**src/rtl/mlrx_pkg.sv**
```systemverilog
package mlrx_pkg;
  localparam int CHAR_W = 8;
  localparam int TAG_W  = 4;
  localparam int WORD_W = 16;

  typedef struct packed {
    logic              ovr;
    logic              fe;
    logic              pe;
    logic [TAG_W-1:0]  line;
    logic [CHAR_W-1:0] data;
  } silo_entry_t;
endpackage

```
**src/rtl/mlrx_line_hold.sv**
```systemverilog
module mlrx_line_hold
  import mlrx_pkg::*;
(
  input  logic              clk,
  input  logic              rst_n,
  input  logic              clr,
  input  logic              stb,
  input  logic [CHAR_W-1:0] chr,
  input  logic              fe_in,
  input  logic              pe_in,
  input  logic              brk_in,
  input  logic              take,
  output logic              held,
  output logic              h_ovr,
  output logic              h_fe,
  output logic              h_pe,
  output logic [CHAR_W-1:0] h_data
);
  // one-character slot; a fresh strobe overwrites an untaken character
  always_ff @(posedge clk) begin
    if (!rst_n || clr) begin
      held   <= 1'b0;
      h_ovr  <= 1'b0;
      h_fe   <= 1'b0;
      h_pe   <= 1'b0;
      h_data <= '0;
    end else if (stb) begin
      held   <= 1'b1;
      h_ovr  <= held & ~take;
      h_fe   <= fe_in | brk_in;
      h_pe   <= pe_in & ~brk_in;
      h_data <= brk_in ? '0 : chr;
    end else if (take) begin
      held   <= 1'b0;
    end
  end
endmodule

```
**src/rtl/mlrx_rr_arb.sv**
```systemverilog
module mlrx_rr_arb #(
  parameter int N = 8
) (
  input  logic          clk,
  input  logic          rst_n,
  input  logic          clr,
  input  logic [N-1:0]  req,
  output logic          gnt_vld,
  output logic [((N>1)?$clog2(N):1)-1:0] gnt_idx
);
  localparam int IW = (N > 1) ? $clog2(N) : 1;

  logic [IW-1:0] ptr;

  always_comb begin
    gnt_vld = 1'b0;
    gnt_idx = '0;
    for (int k = N - 1; k >= 0; k--) begin
      int ix;
      ix = int'(ptr) + k;
      if (ix >= N) ix = ix - N;
      if (req[ix]) begin
        gnt_vld = 1'b1;
        gnt_idx = IW'(ix);
      end
    end
  end

  always_ff @(posedge clk) begin
    if (!rst_n || clr) ptr <= '0;
    else if (gnt_vld) ptr <= (gnt_idx == IW'(N - 1)) ? '0 : gnt_idx + 1'b1;
  end
endmodule

```
**src/rtl/mlrx_silo_fifo.sv**
```systemverilog
module mlrx_silo_fifo
  import mlrx_pkg::*;
#(
  parameter int DEPTH = 64
) (
  input  logic        clk,
  input  logic        rst_n,
  input  logic        clr,
  input  logic        wr_en,
  input  silo_entry_t wr_ent,
  input  logic        rd_en,
  output silo_entry_t head,
  output logic [$clog2(DEPTH+1)-1:0] fill,
  output logic        full
);
  localparam int AW = (DEPTH > 1) ? $clog2(DEPTH) : 1;
  localparam int CW = $clog2(DEPTH + 1);

  silo_entry_t   mem [DEPTH];
  logic [AW-1:0] wr_ptr, rd_ptr;
  logic          do_wr, do_rd;

  assign full  = (fill == CW'(DEPTH));
  assign do_wr = wr_en & ~full;
  assign do_rd = rd_en & (fill != '0);
  assign head  = mem[rd_ptr];

  always_ff @(posedge clk) begin
    if (do_wr && !clr) mem[wr_ptr] <= wr_ent;
  end

  always_ff @(posedge clk) begin
    if (!rst_n || clr) begin
      wr_ptr <= '0;
      rd_ptr <= '0;
      fill   <= '0;
    end else begin
      if (do_wr) wr_ptr <= (wr_ptr == AW'(DEPTH - 1)) ? '0 : wr_ptr + 1'b1;
      if (do_rd) rd_ptr <= (rd_ptr == AW'(DEPTH - 1)) ? '0 : rd_ptr + 1'b1;
      case ({do_wr, do_rd})
        2'b10:   fill <= fill + 1'b1;
        2'b01:   fill <= fill - 1'b1;
        default: fill <= fill;
      endcase
    end
  end
endmodule

```
**src/rtl/mlrx_silo.sv**
```systemverilog
module mlrx_silo
  import mlrx_pkg::*;
#(
  parameter int NUM_LINES   = 8,
  parameter int DEPTH       = 64,
  parameter int ALARM_LEVEL = 16
) (
  input  logic                        clk,
  input  logic                        rst_n,
  input  logic [NUM_LINES-1:0]        ln_stb,
  input  logic [NUM_LINES*CHAR_W-1:0] ln_data,
  input  logic [NUM_LINES-1:0]        ln_fe,
  input  logic [NUM_LINES-1:0]        ln_pe,
  input  logic [NUM_LINES-1:0]        ln_brk,
  input  logic                        ctrl_wr,
  input  logic [2:0]                  ctrl_wdata,
  input  logic                        rbuf_pop,
  output logic [WORD_W-1:0]           rbuf_word,
  output logic                        rx_irq
);
  // NUM_LINES must not exceed 2**TAG_W (16)
  localparam int IW   = (NUM_LINES > 1) ? $clog2(NUM_LINES) : 1;
  localparam int CW   = $clog2(DEPTH + 1);
  localparam int AL_W = $clog2(ALARM_LEVEL + 1);

  // control register
  logic scan_en, rx_ie, alarm_en;
  always_ff @(posedge clk) begin
    if (!rst_n) begin
      scan_en  <= 1'b0;
      rx_ie    <= 1'b0;
      alarm_en <= 1'b0;
    end else if (ctrl_wr) begin
      scan_en  <= ctrl_wdata[0];
      rx_ie    <= ctrl_wdata[1];
      alarm_en <= ctrl_wdata[2];
    end
  end

  logic flush;
  assign flush = ~scan_en;

  // per-line holding slots
  logic [NUM_LINES-1:0] held, take, h_ovr, h_fe, h_pe;
  logic [CHAR_W-1:0]    h_data [NUM_LINES];
  logic                 gnt_vld;
  logic [IW-1:0]        gnt_idx;

  for (genvar i = 0; i < NUM_LINES; i++) begin : g_line
    assign take[i] = gnt_vld && (gnt_idx == IW'(i));
    mlrx_line_hold u_hold (
      .clk    (clk),
      .rst_n  (rst_n),
      .clr    (flush),
      .stb    (ln_stb[i] & scan_en),
      .chr    (ln_data[i*CHAR_W +: CHAR_W]),
      .fe_in  (ln_fe[i]),
      .pe_in  (ln_pe[i]),
      .brk_in (ln_brk[i]),
      .take   (take[i]),
      .held   (held[i]),
      .h_ovr  (h_ovr[i]),
      .h_fe   (h_fe[i]),
      .h_pe   (h_pe[i]),
      .h_data (h_data[i])
    );
  end

  mlrx_rr_arb #(.N(NUM_LINES)) u_scan (
    .clk     (clk),
    .rst_n   (rst_n),
    .clr     (flush),
    .req     (held),
    .gnt_vld (gnt_vld),
    .gnt_idx (gnt_idx)
  );

  // silo write path
  logic        pend_ovr;
  silo_entry_t wr_ent, head;
  logic [CW-1:0] fill;
  logic        full, stored, pop_eff;

  always_comb begin
    wr_ent.ovr  = h_ovr[gnt_idx] | pend_ovr;
    wr_ent.fe   = h_fe[gnt_idx];
    wr_ent.pe   = h_pe[gnt_idx];
    wr_ent.line = TAG_W'(gnt_idx);
    wr_ent.data = h_data[gnt_idx];
  end

  assign stored  = gnt_vld & ~full;
  assign pop_eff = rbuf_pop & (fill != '0);

  mlrx_silo_fifo #(.DEPTH(DEPTH)) u_silo (
    .clk    (clk),
    .rst_n  (rst_n),
    .clr    (flush),
    .wr_en  (gnt_vld),
    .wr_ent (wr_ent),
    .rd_en  (rbuf_pop),
    .head   (head),
    .fill   (fill),
    .full   (full)
  );

  // a character lost to a full silo is reported on the next stored one
  always_ff @(posedge clk) begin
    if (!rst_n || flush)      pend_ovr <= 1'b0;
    else if (gnt_vld && full) pend_ovr <= 1'b1;
    else if (stored)          pend_ovr <= 1'b0;
  end

  // arrivals since the last effective pop, saturating at the alarm level
  logic [AL_W-1:0] arr_cnt;
  always_ff @(posedge clk) begin
    if (!rst_n || flush) arr_cnt <= '0;
    else if (pop_eff)    arr_cnt <= stored ? AL_W'(1) : '0;
    else if (stored && arr_cnt < AL_W'(ALARM_LEVEL)) arr_cnt <= arr_cnt + 1'b1;
  end

  logic alarm_hit, nonempty;
  assign nonempty  = (fill != '0);
  assign alarm_hit = (arr_cnt >= AL_W'(ALARM_LEVEL));
  assign rx_irq    = scan_en & rx_ie & (alarm_en ? alarm_hit : nonempty);
  assign rbuf_word = nonempty ? {1'b1, head} : '0;
endmodule

```
**config.mk**
```make
export PLATFORM = sky130hd
export DESIGN_NAME = mlrx_silo
export DESIGN_NICKNAME = d
export VERILOG_FILES = /design/src/rtl/mlrx_pkg.sv /design/src/rtl/mlrx_line_hold.sv /design/src/rtl/mlrx_rr_arb.sv /design/src/rtl/mlrx_silo_fifo.sv /design/src/rtl/mlrx_silo.sv
export SDC_FILE = /design/constraint.sdc
export NUM_CORES = 1
export LEC_CHECK = 0
export BUFFER_PORTS_ARGS = -buffer_cell sky130_fd_sc_hd__buf_2
export CORE_MARGIN = 4
export CORE_UTILIZATION = 35
export DETAILED_ROUTE_END_ITERATION = 12
export PLACE_DENSITY = 0.62
export SYNTH_ARGS = -nofsm -noshare
export SYNTH_HDL_FRONTEND = slang
export SYNTH_HIERARCHICAL = 1
export SYNTH_SLANG_ARGS = --single-unit
```
**constraint.sdc**
```tcl
create_clock -name clk -period 5.84 [get_ports clk]
set_input_delay 0.292 -clock clk [delete_from_list [all_inputs] [get_ports clk]]
set_output_delay 0.292 -clock clk [all_outputs]
set_load 0.01 [all_outputs]
```
---- After elaboration in Yosys (flattened, before gate mapping) ----
Memories as Yosys holds them, arrays and structs flattened. A register that Yosys moved wholly into a read port is not among the register bits.
Cells that the tools add are included.
operators by class
  add/subtract/negate cells ............... 21
  magnitude comparators ................... 20
  equality and inequality tests ........... 12
  muxes and demuxes ....................... 96
  bitwise operators ....................... 56
  reductions and logical operators ........ 26
operators by type and width
  operator                                              number
  < comparator 32 x 5 -> 1 bit, second input constant   8
  two-way mux 32 bit                                    8
  >= comparator 32 x 5 -> 1 bit, second input constant  7
  subtractor 32 x 5 -> 32 bit, second input constant    7
  two-way mux 8 bit                                     10
  two-way mux 1 bit                                     49
  binary-select mux 1 bit (select 3 bit)                11
  AND 1 bit                                             28
  two-way mux 3 bit                                     9
  binary-select mux 8 bit (select 3 bit)                1
  two-way mux 6 bit                                     4
  nonzero test 2 bit                                    11
  inverter 1 bit                                        18
  adder 3 x 3 -> 4 bit, second input constant           4
  two-way mux 16 bit                                    1
  case mux 7 bit (2 select lines)                       1
  adder 6 x 1 -> 6 bit, second input constant           2
  == test 3 bit, second input constant                  4
  == test 6 bit, second input constant                  2
  logical AND 1 bit                                     11
  two-way mux 5 bit                                     2
  OR 1 bit                                              9
  adder 3 x 2 -> 4 bit, second input constant           2
  adder 7 x 1 -> 7 bit, second input constant           1
  other kinds (20)                                      21
storage, ports and cells
  bits in registers ....................... 127
  RAM bits ................................ 896
  input port bits ......................... 103
  output and inout port bits .............. 17
  word-level logic and storage cells ...... 281
  memories ................................ 1
memory list
  memory      depth  width  read ports  clocked after memory_dff  write ports  line                  text
  u_silo.mem  64     14     1           1                         1            mlrx_silo_fifo.sv:19  silo_entry_t mem [DEPTH];

---- Logic depth before layout (Yosys ltp) ----
Gate-level depths: netlist of run 1.
  word-level depth ........................ 18
  mapped depth ............................ 18
  gate-level depth less buffers ........... 16

---- By module ----
Netlist of run 1, hierarchy kept.
modules (own cells, without submodules)
  module          times used  cells an instance  area an instance (µm²)  sequential area each (µm²)
  mlrx_silo_fifo  1           1811               38199.1                 29328.1
  mlrx_line_hold  8           52                 511.7                   240.2
  mlrx_rr_arb     1           171                1421.4                  60.1
  mlrx_silo       1           127                1331.3                  180.2

---- Worst setup path before layout of run 1 ----
Ideal clock, no wire load.
  kind .................................... register to register
  start point ............................. register u_scan.ptr[0]
  end point ............................... memory u_silo/mem[0][14] (netlist bit) (data pin)
  setup time .............................. 0.349 ns
  arrival ................................. 5.370 ns
  required time ........................... 5.491 ns
  path slack .............................. 0.121 ns
  cell stages (with the launch flop) ...... 12
  path buffers ............................ 5
  clock period less this slack ............ 5.719 ns
  path through ............................ dfxtp_1 > buf_2 > clkinv_1 > ha_1 > buf_2 > buf_2 > mux4_2 > a21boi_0 > o211ai_1 > clkbuf_1 > buf_1 > a211o_1
on the way
  word-level cells in the longest chain between the ends .. 18
  elaborated cells between the ends (all ways) .. 67
  those cells by class .................... 15 x add/sub; 8 x order compare; 43 x mux; 1 x bitwise
ends and longest elaborated chain
  element                                                                       line                  text
  from (decl)                                                                   mlrx_rr_arb.sv:13     logic [IW-1:0] ptr;
  from (signal assigned)                                                        mlrx_rr_arb.sv:31     else if (gnt_vld) ptr <= (gnt_idx == IW'(N - 1)) ? '0 : gnt_idx + 1'b1;
  adder 3 x 3 -> 4 bit                                                          mlrx_rr_arb.sv:20     ix = int'(ptr) + k;
  subtractor 32 x 5 -> 32 bit or >= comparator 32 x 5 -> 1 bit (tied branches)  mlrx_rr_arb.sv:21     if (ix >= N) ix = ix - N;
  two-way mux 32 bit                                                            mlrx_rr_arb.sv:21
  binary-select mux 1 bit (select 3 bit)                                        mlrx_rr_arb.sv:22     if (req[ix]) begin
  two-way mux 1 bit (implied by the code) (2 in a row)                          mlrx_rr_arb.sv:22
  two-way mux 3 bit (7 in a row)                                                mlrx_rr_arb.sv:22
  two-way mux 3 bit *                                                           mlrx_rr_arb.sv:22
  via gnt_idx[2]                                                                mlrx_silo.sv:47       logic [IW-1:0] gnt_idx;
  inverter 3 -> 4 bit (implied by the code) *                                   mlrx_silo.sv:89       wr_ent.data = h_data[gnt_idx];
  binary-select mux 8 bit (select 3 bit) *                                      mlrx_silo.sv:89
  two-way mux 8 bit (implied by the code) * (2 in a row)                        mlrx_silo.sv:89
  to (decl)                                                                     mlrx_silo_fifo.sv:19
Mark *: on every way through the listed nets, which the timed path passes. The rest lies on a longest branch. The select of a mux whose other input is x is not followed.

---- Worst setup path after layout of run 1 ----
  start point ............................. register u_scan.ptr[1]
  end point ............................... memory u_silo/mem[55][14] (netlist bit) (data pin)
Same word-level chain as after synthesis.

==> results of run 1 <==
==> registers in the layout, summed over array words and instances (netlist names), named ones only <==
name / cells
alarm_en: 1
arr_cnt: 5
g_line.u_hold/h_data: 64
g_line.u_hold/h_fe: 8
g_line.u_hold/h_ovr: 8
g_line.u_hold/h_pe: 8
g_line.u_hold/held: 8
pend_ovr: 1
rx_ie: 1
scan_en: 1
u_scan/ptr: 3
u_silo/fill: 7
u_silo/mem: 960
u_silo/rd_ptr: 6
u_silo/wr_ptr: 6
==> worst paths after layout <==
check | to | slack (ns) | cells after the start | startpoint
min reg2reg | g_line[5].u_hold/h_data[1] | 0.47 | 2 | g_line[5].u_hold/h_data[1]
max | u_silo/mem[55][14] | 0.75 | 10 | u_scan/ptr[1]
min | g_line[7].u_hold/h_data[0] | 0.03 | 3 | ln_brk[7]
max reg2reg | u_silo/mem[55][14] | 0.75 | 10 | u_scan/ptr[1]
==> power groups by stage <==
| stage | Combinational (mW) | Sequential (mW) | Clock (mW) |
|---|---|---|---|
| 2_1_floorplan | 0.113 | 8.57 | 0 |
| 3_3_place_gp | 0.185 | 8.58 | 0 |
| 4_1_cts | 0.241 | 8.41 | 7.44 |
| 6_report | 0.244 | 8.41 | 7.30 |
| 5_1_grt | 0.266 | 8.40 | 7.78 |
| 3_5_place_dp | 0.188 | 8.58 | 0 |
==> layer usage <==
| layer | vias to the layer above | track usage | part of all wire |
|---|---|---|---|
| li1 | 10850 | - | - |
| met1 | 12850 | 0.2304 | 0.42 |
| met2 | 917 | 0.2728 | 0.48 |
| met3 | 160 | 0.02491 | 0.065 |
| met4 | 0 | 0.05110 | 0.027 |
| met5 | - | 0 | 0 |
==> metrics by stage <==
| step | std cells | hold slack, ns | instance area [µm²] |
|---|---|---|---|
| after detailed placement | 4325 | 0.4635 | 47950 |
| after global routing | 4671 | 0.05192 | 53100 |
| after floorplan | 2588 | 0.4202 | 45280 |
| after CTS | 4670 | 0.004366 | 53100 |
| final | 4672 | 0.02605 | 53100 |
| after global placement | 4325 | 0.4604 | 47950 |
==> area by class of cell <==
class | count | area share
diodes | 2 | 0.00009425
clock buffers | 130 | 0.05483
clock inverters | 80 | 0.01659
inverters | 27 | 0.001909
multi-input cells | 1318 | 0.2409
flip-flops and latches | 1093 | 0.5933
well taps | 1662 | 0.03916
repair buffers | 360 | 0.05330
==> logic make-up after synthesis <==
logic type,share of synthesized area
DFF,0.6991
AOI/OAI and AO/OA,0.04439
other,0.00008325
buffers and inverters,0.02258
adders and majority gates,0.004055
muxes,0.1571
and+or+nand+nor,0.07019
xor gates and xnor gates,0.002528
==> what timing repair did <==
action                    CTS  global route
hold endpoints to repair   84             0
buffers inserted            0             0
hold buffers              135             0
==> worst register-to-register path, cell delays in order, from the launching register on <==
cell and delay, ns:
dfxtp_1 0.33, clkinv_1 0.28, ha_1 0.89, mux4_2 0.61, o22ai_1 0.32, nand3_1 0.11, mux2i_1 0.21, or2_4 0.44
mux4_2 0.55, nor2b_1 0.14, a211o_2 0.70
==> layout by cell type (no fill, tap or decap), drive strengths merged, types with 66 or more instances in the layout <==
cell type / n
edfxtp: 960
mux4: 271
buf: 225
nor2: 142
dlygate4sd3: 135
dfxtp: 133
clkbuf: 130
a21oi: 124
nand2b: 114
nand3b: 87
nand2: 70
mux2i: 66
==> metrics.cfg, run 1 <==
[synth]
netlist.area_leader.share=0.6400
async_flop_share=0
synth_cell_type_count=82
synth_most_common_cell=edfxtp_1
synth_area_leaders=edfxtp_1 (64%), mux4_2 (13%), dfxtp_1 (5.9%), mux2i_1 (1.4%), nand3b_1 (1.3%)
ys_warn_count=6
synthFlopType=edfxtp_1
ys_top_cells_by_count=edfxtp_1 (960), mux4_2 (268), nor2_1 (142)
synthCells=2525
ys_seq_area_frac=0.6991
synth_edf_count=960
synth_area_mm2=0.04505
synth_top_cell_by_area=edfxtp_1
synth.ff_latch_count=1093
syn_area_per_cell_um2=17.84

[clocking]
cts_root_buffer=clkbuf_16
clk_pin_slew_ns=0.06
cts_resized=0
cts_buffer_depth=3
clk_latency_ns=0.70
clock_sinks=1093
cts_tree=done
htreeDepth=3
numCtsBuffers=111

[setup_path]
slowest_delay_ns=0.89
required_ns=6.08
path_cells=clkinv_1 -> ha_1 -> mux4_2 -> o22ai_1 -> nand3_1 -> mux2i_1 -> or2_4 -> mux4_2 -> nor2b_1 -> a211o_2
cp_top_family=multiplexers
start_kind=register
path_common_cell=mux4_2
end_kind=register
criticalPathCategory=register to register
arrival_ns=5.33
worst-path-max-fanout=64
crit_slowest_cell=ha_1
path_buf_inv=1

[route]
drt_first_pass_iters=6
postRouteAntennaNets=0
vias=24770
avgRoutedWirePerCell_um=24.28
drt_wl_total_mm=113.4
drt_iter0_markers=2637
viasPerCell=5.303
route.detailed.drc=0

[timing]
fmax_mhz=196.3
drv_slew=0
post-route-min-period_ns=5.094
hold_violations=0
tns_ns=0
setup_viol=0
period_share=0.8722
setup_ws_ns=0.7465
fin_skew_ns=0.03101
slew_headroom=0.1690
rsz0062_at_grt=no
tightestPinTransition_ns=1.246

[floorplan]
initial_utilization=0.3528
top_level_ports=120
fp.dieW_um=366.8
die_y_um=366.8
num_rows=131
core_mm2=0.1277
die_area_mm2=0.1345

[flow_run]
cap_violations=0

[global_route]
grt_max_degree=89
grt_pass1_wl_mm=168.1
overflow=0
track_usage=0.1666
first_global_vias=25030
grt_antenna_before_repair=1

[cells_and_area]
drive_gt1_frac=0.2483
nFillCells=11180
areaGrowthSynthToFinish_pct=17.89
postLayoutCoreUtil=0.4159
multiInputGateArea_mm2=0.01279
regArea_mm2=0.03150
final_nets=3028

[power_and_ir_drop]
power_density_mw_per_mm2=300.5
peakVddDrop_mv=0.2463
combPwrFrac=0.015
leakagePower_nw=16.21
clockPowerShare=0.458
swShare=0.1951
pwr-share-seq=0.527
switching_power_mw=3.114
power.total_mw=15.96
p_int_mw=12.84

[place]
port_buffers=119
place_ws_ns=0.7526
gpl.final_weighted_congestion=0.8385
hpwl_mm=68.48

[outcome]
status=completed

[hold_path]
hold_class=input pin to register

Power figures use the tool's default switching activity.
==> run 2, diff against run 1 <==
CORE_UTILIZATION = 30   (was 35)
PLACE_DENSITY = 0.56   (was 0.62)
==> run 2 against run 1 <==
Net effect: setup slack better by 0.23 ns; routed wire length rose by 2.4%; non-clock buffer count grew 40; final area increased by 1.5%; first-iteration DRC count down 20%; sequential cell count unchanged; clock-buffer cell count up 6; largest cell class unchanged.
==> metrics.cfg, run 2 (synthesis gave the netlist of run 1 again) <==
[timing]
hold_violations=0  ; unchanged
fin_skew_ns=0.06891  ; +0.03790 ns
fmax_mhz=205.8  ; +4.8%
setup_viol=0  ; unchanged
tns_ns=0  ; unchanged
rsz0062_at_grt=no
tightestPinTransition_ns=1.296  ; +0.04956 ns
post-route-min-period_ns=4.859  ; -0.2347 ns
drv_slew=0  ; unchanged
period_share=0.8320  ; -0.04019
slew_headroom=0.1360  ; -0.03304

[clocking]
cts_buffer_depth=3  ; unchanged
numCtsBuffers=109  ; -1.8%
clk_pin_slew_ns=0.06  ; about the same
clk_latency_ns=0.72  ; +0.02 ns
postCtsSetupRepairBufs=0  ; unchanged
htreeDepth=3  ; unchanged
cts_tree=done
clock_sinks=1093  ; unchanged
cts_root_buffer=clkbuf_16

[setup_path]
end_kind=register
criticalPathCategory=register to register
required_ns=6.06  ; -0.02 ns
worst-path-max-fanout=64  ; unchanged
arrival_ns=5.07  ; -0.26 ns
start_kind=register

[global_route]
grt_max_degree=65  ; -27%
track_usage=0.1460  ; -0.02054
grt_antenna_before_repair=2  ; +1
overflow=0  ; unchanged
first_global_vias=25090  ; +0.24%
grt_pass1_wl_mm=171.1  ; +1.8%

[power_and_ir_drop]
leakagePower_nw=16.32  ; +0.65%
power.total_mw=15.96  ; about the same
power_density_mw_per_mm2=296.1  ; -1.4%
peakVddDrop_mv=0.2339  ; -5.0%

[floorplan]
die_area_mm2=0.1564  ; +16%
num_rows=141  ; +7.6%
die_y_um=395.5  ; +7.8%
core_mm2=0.1485  ; +16%
top_level_ports=120  ; unchanged
fp.dieW_um=395.5  ; +7.8%
initial_utilization=0.3032  ; -0.04955

[place]
placedCellCount=4679  ; +8.2%
port_buffers=119  ; unchanged
hpwl_mm=72.85  ; +6.4%
gpl.final_weighted_congestion=0.8282  ; -1.2%

[route]
postRouteAntennaNets=0  ; unchanged
vias=24820  ; +0.19%
avgRoutedWirePerCell_um=23.03  ; -5.1%
wl_met2_mm=56.47  ; +3.1%
drt_iter0_markers=2121  ; -20%
viasPerCell=4.922  ; -7.2%
top_layer=met4
met3_length_mm=6.802  ; -7.9%
drt_first_pass_iters=5  ; -1
drt_wl_total_mm=116.2  ; +2.4%
met1Wirelength_mm=49.92  ; +3.6%
route.detailed.drc=0  ; unchanged

[cells_and_area]
final_common_cell=edfxtp_1
reg_top3=u_silo/mem (960), g_line.u_hold/h_data (64)
regMostFlops=u_silo/mem
final_cell_mix=edfxtp_1 (960), mux4_2 (268), dlygate4sd3_1 (161), nor2_1 (138), dfxtp_1 (128)
areaGrowthSynthToFinish_pct=19.63
stdcell_count=5043  ; +7.9%
largest_reg_flops=960  ; unchanged
final_nets=3066  ; +1.3%
drive_gt1_frac=0.2510  ; +0.002649

[outcome]
status=completed

[flow_run]
cap_violations=0  ; unchanged

[hold_path]
hold_class=input pin to register

[run 2: changes by cell type in the layout (fill, tap and decap cells not counted), moves of 4 or more]
cell	delta
nor2_2	+4
clkinv_1	-11
nor2_1	-4
clkbuf_1	+5
buf_4	+13
clkbuf_16	-4
clkinv_2	-6
clkbuf_8	+5
dlygate4sd3_1	+26
[run 2: area by class of cell]
| type | instances | area [µm²] |
|---|---|---|
| fillers | 13940 | 94660 |
| flip-flops and latches | 1093 | 31500 |
| multi-input cells | 1318 | 12800 |
| repair buffers | 400 | 3208 |
| clock buffers | 136 | 2899 |
| well taps | 2002 | 2505 |
| clock inverters | 66 | 869.6 |
| inverters | 27 | 101.3 |
| diodes | 1 | 2.502 |
[run 2: power breakdown]
part / switching, mW / leakage (nW) / internal [mW] / total (mW)
Combinational: 0.128 / 4.95 / 0.125 / 0.252
Sequential: 0.00726 / 9.54 / 8.40 / 8.41
Clock: 3.04 / 1.83 / 4.26 / 7.30
Total: 3.18 / 16.3 / 12.8 / 16.0
[run 2: worst paths after layout]
| check | from | end | slack [ns] | depth (start not counted) |
|---|---|---|---|---|
| setup / recovery | u_scan/ptr[0] | u_silo/mem[25][3] | 0.98 | 10 |
| hold / removal | ln_brk[1] | g_line[1].u_hold/h_pe | 0.05 | 3 |
| setup reg to reg | u_scan/ptr[0] | u_silo/mem[25][3] | 0.98 | 10 |
| hold reg to reg | g_line[3].u_hold/h_data[4] | g_line[3].u_hold/h_data[4] | 0.47 | 2 |
[run 2: metal layers]
layer,global-route usage,up-vias
met3,0.02454,155
met2,0.2397,743
li1,-,10920
met5,0,-
met1,0.1994,13010
met4,0.04330,0
[run 2: repair_timing]
action	4_1_cts	5_1_grt
hold buffers	161	0
endpoints found under the hold margin	84	0
gates resized for setup	0	0
[run 2: through the flow]
stage | instance area [µm²] | worst slack [ns] | utilization | hold WS, ns
after floorplan | 45280 | 0.1214 | - | 0.4202
after global routing | 53890 | 0.4393 | 0.3628 | 0.03604
after detailed placement | 48510 | 0.9887 | 0.3265 | 0.4597
after CTS | 53890 | 0.9350 | 0.3628 | 0.005788
final | 53890 | 0.9812 | 0.3628 | 0.05472
after global placement | 48510 | 1.014 | 0.3265 | 0.4564
[run 2: worst max-delay path, stage by stage, from the launching register on]
cell and delay, ns:
dfxtp_1 0.33, clkinv_1 0.26, ha_1 0.75, mux2i_1 0.20
mux2i_1 0.40, mux2i_1 0.18, o211ai_1 0.17, mux2i_1 0.28
or2_4 0.47, mux4_2 0.57, mux2_2 0.69
==> run 3, diff against run 2 <==
clock period = 4.3 ns   (was 5.84 ns; I/O delays follow)
==> run 3 against run 2 <==
Net effect: hold slack lost 0.021 ns; critical endpoint is now u_silo/mem[16][5]; register-to-register slack lost 0.78 ns; routed wire length grew 5.5%; power grew 33%; non-clock buffer count grew 58.
==> metrics.cfg, run 3 (synthesis gave the netlist of run 1 again) <==
[outcome]
status=completed

[power_and_ir_drop]
power.total_mw=21.27  ; +33%
power_density_mw_per_mm2=391.4  ; +32%
peakVddDrop_mv=0.3290  ; +41%
leakagePower_nw=16.54  ; +1.3%

[route]
avgRoutedWirePerCell_um=23.97  ; +4.1%
postRouteAntennaNets=0  ; unchanged
viasPerCell=4.972  ; +1.0%
drt_first_pass_iters=8  ; +3
route.detailed.drc=0  ; unchanged
drt_iter0_markers=2370  ; +12%
vias=25410  ; +2.4%
drt_wl_total_mm=122.5  ; +5.5%

[global_route]
use_met3=0.02301  ; -0.001523
grt_max_degree=65  ; unchanged
track_usage=0.1530  ; +0.006967
grt_antenna_before_repair=6  ; +4
overflow=0  ; unchanged
grt-busiest-layer=met2
gr-usage-met1=0.2103  ; +0.01085
first_global_vias=25880  ; +3.2%
grt_util_met2=0.2569  ; +0.01714
grt_pass1_wl_mm=178.1  ; +4.1%

[cells_and_area]
regMostFlops=u_silo/mem
final_common_cell=edfxtp_1
regArea_mm2=0.03151  ; about the same
stdcell_count=5110  ; +1.3%
final_nets=3129  ; +2.1%
areaGrowthSynthToFinish_pct=20.65
largest_reg_flops=960  ; unchanged
drive_gt1_frac=0.2627  ; +0.01173
nFillCells=13910  ; -0.26%
multiInputGateArea_mm2=0.01290  ; +0.76%
reg_top3=u_silo/mem (960), g_line.u_hold/h_data (64)
stdcell_area_mm2=0.05435  ; +0.85%
postLayoutCoreUtil=0.3659  ; +0.003083
final_cell_mix=edfxtp_1 (960), mux4_2 (268), dlygate4sd3_1 (167), buf_4 (158), nor2_1 (141)

[clocking]
cts_root_buffer=clkbuf_16
htreeDepth=3  ; unchanged
cts_tree=done
clk_pin_slew_ns=0.06  ; about the same
numCtsBuffers=113  ; +3.7%
cts_buffer_depth=3  ; unchanged
clock_sinks=1093  ; unchanged
clk_latency_ns=0.69  ; -0.03 ns

[place]
port_buffers=119  ; unchanged
hpwl_mm=74.42  ; +2.1%
placedCellCount=4717  ; +0.81%
placed_cell_area_mm2=0.04892  ; +0.86%
gpl.final_weighted_congestion=0.8002  ; -3.4%

[timing]
fin_skew_ns=0.02870  ; -0.04020 ns
period_share=0.9522  ; +0.1202
hold_violations=0  ; unchanged
post-route-min-period_ns=4.094  ; -0.7646 ns
tightestPinTransition_ns=1.146  ; -0.1496 ns
drv_slew=0  ; unchanged
hold-worst-slack_ns=0.03389  ; -0.02083 ns
slew_headroom=0.2329  ; +0.09691
fmax_mhz=244.2  ; +19%
setup_viol=0  ; unchanged

[floorplan]
initial_utilization=0.3032  ; unchanged
die_area_mm2=0.1564  ; unchanged
core_mm2=0.1485  ; unchanged
die_y_um=395.5  ; unchanged
num_rows=141  ; unchanged
fp.dieW_um=395.5  ; unchanged
top_level_ports=120  ; unchanged

[flow_run]
cap_violations=0  ; unchanged

[hold_path]
hold_class=input pin to register

[setup_path]
worst-path-max-fanout=64  ; unchanged
start_kind=register
arrival_ns=4.39  ; -0.68 ns
criticalPathCategory=register to register
required_ns=4.60  ; -1.46 ns
end_kind=register

## run 3: cell types whose count changed in the layout (fill, tap and decap cells not counted), moves of 5 or more
cell and delta:
buf_12 +6, buf_4 +46, bufinv_16 -9, clkbuf_1 +8
clkbuf_16 +8, clkinv_1 +5, dlygate4sd3_1 +6, mux2_2 -6
## run 3: worst max-delay path, cell delays in order, from the launching register on
cell      delay, ns
dfxtp_2        0.42
clkinv_8       0.10
ha_4           0.43
mux4_2         0.55
o22ai_1        0.23
buf_4          0.17
nor2_1         0.04
o21ai_2        0.32
a32o_2         0.47
mux4_2         0.40
mux2_8         0.45
## run 3: power breakdown
group | switching, mW | leakage (nW) | internal [mW] | total (mW)
combinational | 0.190 | 5.28 | 0.177 | 0.367
sequential | 0.00616 | 9.49 | 11.4 | 11.4
clock | 3.99 | 1.76 | 5.50 | 9.49
total | 4.19 | 16.5 | 17.1 | 21.3
## run 3: final cells by class
| type | instances | area share |
|---|---|---|
| Sequential cell | 1093 | 0.5797 |
| Multi-Input combinational cell | 1319 | 0.2373 |
| Timing Repair Buffer | 458 | 0.06870 |
| Clock buffer | 154 | 0.05776 |
| Tap cell | 2002 | 0.04609 |
| Clock inverter | 55 | 0.008104 |
| Inverter | 27 | 0.002187 |
| Antenna cell | 2 | 0.00009209 |
## run 3: path summary, 6_finish.rpt
path	to	slack (ns)	depth (start not counted)	start
max reg2reg	u_silo/mem[16][5]	0.21	10	u_scan/ptr[0]
max	u_silo/mem[16][5]	0.21	10	u_scan/ptr[0]
min	g_line[1].u_hold/h_data[1]	0.03	3	ln_brk[1]
min reg2reg	g_line[6].u_hold/h_data[5]	0.47	2	g_line[6].u_hold/h_data[5]
## run 3: layer usage
layer  part of all wire  up-vias
met5                  0        -
met4              0.019        0
met3              0.067      169
met2               0.49      902
met1               0.42    13290
li1                   -    11040
## run 3: stage by stage
step	TNS [ns]	setup WS, ns
6_report	0	0.2057
5_1_grt	-0.2577	-0.01137
4_1_cts	0	0.08347
3_5_place_dp	0	0.1363
3_3_place_gp	0	0.2055
2_1_floorplan	-258.87	-0.3807
## run 3: repair_timing
item	4_1_cts	5_1_grt
hold buffers	167	0
endpoints found under the setup margin	1	367
pin swaps	0	2
setup buffers	0	14
hold endpoints to repair	88	0
gates resized for setup	2	9
cloned	0	1
